### src/rtl/memmap_pkg.sv
package memmap_pkg;

    localparam int REG_AW = 2;
    localparam int DATA_W = 8;
    localparam int CTL_W  = 3;
    localparam logic [DATA_W-1:0] COMMIT_KEY = 8'hD5;

    typedef enum logic [REG_AW-1:0] {
        OFF_STAGE = 2'd0,
        OFF_KEY   = 2'd1,
        OFF_MON   = 2'd2,
        OFF_STAT  = 2'd3
    } reg_off_e;

    // bit 0 boot overlay, bit 1 RAM-in-code, bit 2 vector relocation
    typedef struct packed {
        logic vec;
        logic ram;
        logic boot;
    } ctl_t;

    function automatic logic [DATA_W-1:0] ctl_to_byte(ctl_t c);
        return {{(DATA_W-CTL_W){1'b0}}, c};
    endfunction

    function automatic logic [DATA_W-1:0] ctl_to_status(ctl_t c);
        return {{(DATA_W-2){1'b0}}, c.vec, c.ram};
    endfunction

endpackage

### src/rtl/memmap_regs.sv
module memmap_regs
    import memmap_pkg::*;
(
    input  logic              clk,
    input  logic              rst,
    input  logic              wr_stage,
    input  logic              wr_key,
    input  logic [DATA_W-1:0] wdata,
    output ctl_t              stage_q,
    output ctl_t              active_q
);

    logic key_ok;
    assign key_ok = wr_key && (wdata == COMMIT_KEY);

    always_ff @(posedge clk) begin
        if (rst) begin
            stage_q  <= '0;
            active_q <= '0;
        end else begin
            if (wr_stage)
                stage_q <= ctl_t'(wdata[CTL_W-1:0]);
            if (key_ok)
                active_q <= stage_q;
        end
    end

endmodule

### src/rtl/memmap_rdmux.sv
module memmap_rdmux
    import memmap_pkg::*;
(
    input  reg_off_e          off,
    input  ctl_t              stage_q,
    input  ctl_t              active_q,
    output logic [DATA_W-1:0] rdata
);

    always_comb begin
        unique case (off)
            OFF_STAGE: rdata = ctl_to_byte(stage_q);
            OFF_KEY:   rdata = '0;
            OFF_MON:   rdata = ctl_to_byte(active_q);
            OFF_STAT:  rdata = ctl_to_status(active_q);
            default:   rdata = '0;
        endcase
    end

endmodule

### src/rtl/memmap_overlay.sv
module memmap_overlay #(
    parameter int          ADDR_W   = 16,
    parameter int unsigned WIN_BASE = 32'h1000,
    parameter int unsigned WIN_SIZE = 32'h0800,
    parameter bit          OVL_CODE = 1'b1,
    parameter bit          OVL_DATA = 1'b1
) (
    input  logic [ADDR_W-1:0] acc_addr,
    input  logic              acc_is_data,
    input  logic              boot_en,
    output logic              boot_sel,
    output logic              main_sel
);

    localparam logic [ADDR_W:0] WIN_LO = (ADDR_W+1)'(WIN_BASE);
    localparam logic [ADDR_W:0] WIN_HI = (ADDR_W+1)'(WIN_BASE + WIN_SIZE);

    logic [ADDR_W:0] addr_x;
    logic            in_win;
    logic            space_ok;

    assign addr_x   = {1'b0, acc_addr};
    assign in_win   = (addr_x >= WIN_LO) && (addr_x < WIN_HI);
    assign space_ok = acc_is_data ? OVL_DATA : OVL_CODE;

    always_comb begin
        boot_sel = boot_en && in_win && space_ok;
        main_sel = !boot_sel;
    end

endmodule

### src/rtl/memmap_ctl.sv
module memmap_ctl
    import memmap_pkg::*;
#(
    parameter int          ADDR_W   = 16,
    parameter int unsigned WIN_BASE = 32'h1000,
    parameter int unsigned WIN_SIZE = 32'h0800
) (
    input  logic              clk,
    input  logic              rst,
    input  logic [REG_AW-1:0] bus_addr,
    input  logic              bus_wr,
    input  logic [DATA_W-1:0] bus_wdata,
    output logic [DATA_W-1:0] bus_rdata,
    input  logic [ADDR_W-1:0] acc_addr,
    input  logic              acc_is_data,
    output logic              boot_sel,
    output logic              main_sel
);

    reg_off_e off;
    ctl_t     stage_q;
    ctl_t     active_q;
    logic     wr_stage;
    logic     wr_key;

    assign off      = reg_off_e'(bus_addr);
    assign wr_stage = bus_wr && (off == OFF_STAGE);
    assign wr_key   = bus_wr && (off == OFF_KEY);

    memmap_regs u_regs (
        .clk      (clk),
        .rst      (rst),
        .wr_stage (wr_stage),
        .wr_key   (wr_key),
        .wdata    (bus_wdata),
        .stage_q  (stage_q),
        .active_q (active_q)
    );

    memmap_rdmux u_rdmux (
        .off      (off),
        .stage_q  (stage_q),
        .active_q (active_q),
        .rdata    (bus_rdata)
    );

    memmap_overlay #(
        .ADDR_W   (ADDR_W),
        .WIN_BASE (WIN_BASE),
        .WIN_SIZE (WIN_SIZE),
        .OVL_CODE (1'b1),
        .OVL_DATA (1'b1)
    ) u_ovl (
        .acc_addr    (acc_addr),
        .acc_is_data (acc_is_data),
        .boot_en     (active_q.boot),
        .boot_sel    (boot_sel),
        .main_sel    (main_sel)
    );

endmodule

### config.mk
export PLATFORM = sky130hd
export DESIGN_NAME = memmap_ctl
export DESIGN_NICKNAME = d
export VERILOG_FILES = /design/src/rtl/memmap_pkg.sv /design/src/rtl/memmap_regs.sv /design/src/rtl/memmap_rdmux.sv /design/src/rtl/memmap_overlay.sv /design/src/rtl/memmap_ctl.sv
export SDC_FILE = /design/constraint.sdc
export NUM_CORES = 1
export LEC_CHECK = 0
export ABC_AREA = 0
export ABC_CLOCK_PERIOD_IN_PS = 900
export BUFFER_PORTS_ARGS = -buffer_cell sky130_fd_sc_hd__clkbuf_2
export CORE_MARGIN = 8
export CORE_UTILIZATION = 31
export DETAILED_ROUTE_END_ITERATION = 16
export GPL_ROUTABILITY_DRIVEN = 0
export GPL_TIMING_DRIVEN = 0
export HOLD_SLACK_MARGIN = 0.03
export PLACE_DENSITY = 0.72
export SYNTH_ARGS = -nofsm -noshare
export SYNTH_HDL_FRONTEND = slang
export SYNTH_SLANG_ARGS = --single-unit
### constraint.sdc
create_clock -name clk -period 0.9 [get_ports clk]
set_input_delay 0.09 -clock clk [delete_from_list [all_inputs] [get_ports clk]]
set_output_delay 0.09 -clock clk [all_outputs]
set_load 0.01 [all_outputs]
==> results_dict.tcl <==
set metrics [dict create \
    synthTopCellsByArea "dfxtp_1 (27%), mux2i_1 (21%), buf_4 (8.6%)" \
    drtIter0Drc 5 \
    hold_class "in2reg" \
    htree_num_levels 1 \
    r2r-start "u_regs.stage_q[0]$_SDFFE_PP0P_" \
    synth_compound_area_share_pct 2.29 \
    fin_util_pct 46.1 \
    vias 378 \
    root_buffer "clkbuf_4" \
    rsz0062_at_grt "yes" \
    grt_first_pass_wirelength_um 1480 \
    dieArea_um2 2870 \
    syn2layout_area_growth_pct 38.6 \
    fin_cells 87 \
    holdWs_ns 0.108 \
    syn_inst 44 \
    async_flop_share_pct 0 \
    r2r_end "u_regs.stage_q[0]$_SDFFE_PP0P_" \
    clockPowerShare_pct 38.1 \
    fmax_mhz 1000 \
    synth_top_area_cell "dfxtp_1" \
    fin_skew_ns 0.00424 \
    n_fill_cell 136 \
    rrSetupSlack_ns 0.29 \
    holdPathEnd "u_regs.stage_q[2]$_SDFFE_PP0P_" \
    grt.total_usage_pct 7.04 \
    drive_gt1_share_pct 55.6 \
    place_ws_ns -0.151 \
    leakage_nw 0.303 \
    die_y_um 53.6 \
    ys_seq_elements 6 \
    postPlaceCellArea_um2 577 \
    io_pins 40 \
    antenna_found_initial 0 \
    comb_power_share_pct 19.3 \
    post_drt_wl_per_cell_um 11.9 \
    synth_xor_area_share_pct 0 \
    synth-edff-count 0 \
    clock_latency_ns 0.25 \
    final-setup-viol-count 5 \
    cts_setup_buffers 0 \
    numCtsBuffers 3 \
    synthAdderAreaFrac_pct 0 \
    die_w_um 53.6 \
    grt_overflow 0 \
    crit_path_end_kind "output pin" \
    peakVddDrop_mv 0.619 \
    tritoncts "yes" \
    p_int_uw 493 \
    crit_arrival_ns 0.91 \
    drv_slew 0 \
    mappedNetlistArea_um2 438 \
    p_switching_uw 154 \
    num-nets-final 104 \
    drt-pass1-iter-count 4 \
    critPathMaxStageDelay_ns 0.32 \
    synth.mux.area_fraction_pct 20.6 \
    fin_crit_sh_pct 111 \
    ant_nets 0 \
    synth.distinct_cells 16 \
    yosysSeqAreaShare_pct 27.4 \
    run_status "finished with violations" \
    hp-start "rst" \
    vias_per_cell 4.34 \
    synth_top_area_share_pct 27.4 \
    design_area_um2 607 \
    final_hold_viol_count 0 \
    cp_slowest_cell "dfxtp_2" \
    routed_wirelength_um 1040 \
    violations "negative setup slack" \
    rows 13 \
    min_period_ns 1.00 \
    yosys_warnings 0 \
    worstPathCellList "mux2i_1 -> o21ai_1 -> buf_2" \
    portBuffers 21 \
    cp_max_fo 3 \
    power.density_nw_per_um2 1070 \
    core_um2 1320 \
    place_inst 84 \
    drc 0 \
    p_sw_share_pct 23.7 \
    hold_path_depth 2 \
    ctsHoldBuffers 0 \
    ff2ff_path_depth 2 \
    critPathKind "reg2out" \
    p_seq_share_pct 42.6 \
    initial_core_util_pct 33.2 \
    grt_max_degree 10 \
    worstSetupStartpointType "flip-flop" \
    synth-main-ff-cell "dfxtp_1" \
    cts.sinks 6 \
    synth_top_family_by_area "simple AND/OR/NAND/NOR gates" \
    synthSimpleGateAreaFrac_pct 36.9 \
    maxCapViolCount 0 \
    grt_pass1_vias 346 \
    synth_area_per_cell_um2 9.95 \
    synth.most_common_cell "mux2i_1" \
    diodes 0 \
    worst_slack_ns -0.100 \
    critPathRequiredTime_ns 0.81 \
    netlist_top_cells_count "mux2i_1 (9), dfxtp_1 (6), nand2b_1 (6)" \
    clock_path_buffers 2 \
    clk_pin_slew_worst_paths_ns 0.04 \
    cts_resized 8 \
]
==> routing by layer <==
metal	GRT usage (%)	routed length [µm]	share of wire (%)	up-vias
met2	11.7	516	50	17
met3	4.96	152	15	0
met4	2.52	0	0	0
met5	0	0	0	-
met1	6.76	367	35	163
li1	-	-	-	198
==> area by class of cell <==
class / count / area (µm²) / share of cell area (%)
buffer: 6 / 48.8 / 8.04
clock buffer: 3 / 22.5 / 3.71
inverter: 1 / 3.75 / 0.619
multi-input combinational: 35 / 280 / 46.2
sequential: 6 / 128 / 21.0
tap: 15 / 18.8 / 3.09
timing repair buffer: 21 / 105 / 17.3
==> power groups by stage <==
stage               registers (mW)  clock network (mW)  logic (mW)
finish                       0.275               0.246       0.125
global route                 0.275               0.275       0.136
CTS                          0.275               0.256       0.126
detailed placement           0.279                   0       0.125
global placement             0.279                   0       0.123
floorplan                    0.279                   0      0.0716
==> critical path: cells and delay by family (launching register included) <==
kind	cells	cell delay, ns
DFF	1	0.32
buffers and inverters	1	0.14
muxes	1	0.13
AOI/OAI and AO/OA	1	0.07
==> through the flow <==
stage / setup TNS (ns) / total power, mW
3_3_place_gp: -0.337 / 0.402
6_report: -0.307 / 0.647
2_1_floorplan: 0 / 0.350
3_5_place_dp: -0.526 / 0.405
4_1_cts: -0.376 / 0.657
5_1_grt: -0.549 / 0.686
==> flip-flops by register name, indices dropped and copies added (netlist names) <==
name / cells
u_regs.active_q: 3
u_regs.stage_q: 3
==> cells in the final DEF, fill, tap and decap left out, types with 2 or more instances in the layout <==
cell      netlist  layout
clkbuf_2        0      16
mux2i_1         9       9
nand2b_1        6       6
dfxtp_2         0       6
buf_4           5       5
conb_1          1       5
buf_2           0       5
nor2_1          4       4
clkbuf_4        0       3
nand3_1         2       2
o21ai_1         0       2
nand3b_1        2       2
==> kinds of logic (layout without fill, tap and decap cells) <==
family                 after synthesis  after routing
DFF                                  6              6
and+or+nand+nor                     19             19
AOI/OAI and AO/OA                    2              2
buffers and inverters                7             31
muxes                                9              9
other                                1              5
==> worst max path at each step <==
stage | start | to | slack (ns) | cells past startpoint
finish | u_regs.active_q[1]$_SDFFE_PP0P_ | bus_rdata[1] | -0.10 | 3
global route | u_regs.stage_q[0]$_SDFFE_PP0P_ | bus_rdata[0] | -0.17 | 3
CTS | u_regs.active_q[0]$_SDFFE_PP0P_ | bus_rdata[0] | -0.13 | 3
detailed placement | bus_wdata[5] | u_regs.active_q[1]$_SDFFE_PP0P_ | -0.15 | 4
global placement | bus_wdata[5] | u_regs.active_q[0]$_SDFFE_PP0P_ | -0.08 | 4
floorplan | bus_addr[1] | u_regs.active_q[0]$_SDFFE_PP0P_ | 0.03 | 4
No activity file was read; power rests on OpenSTA's default activity.
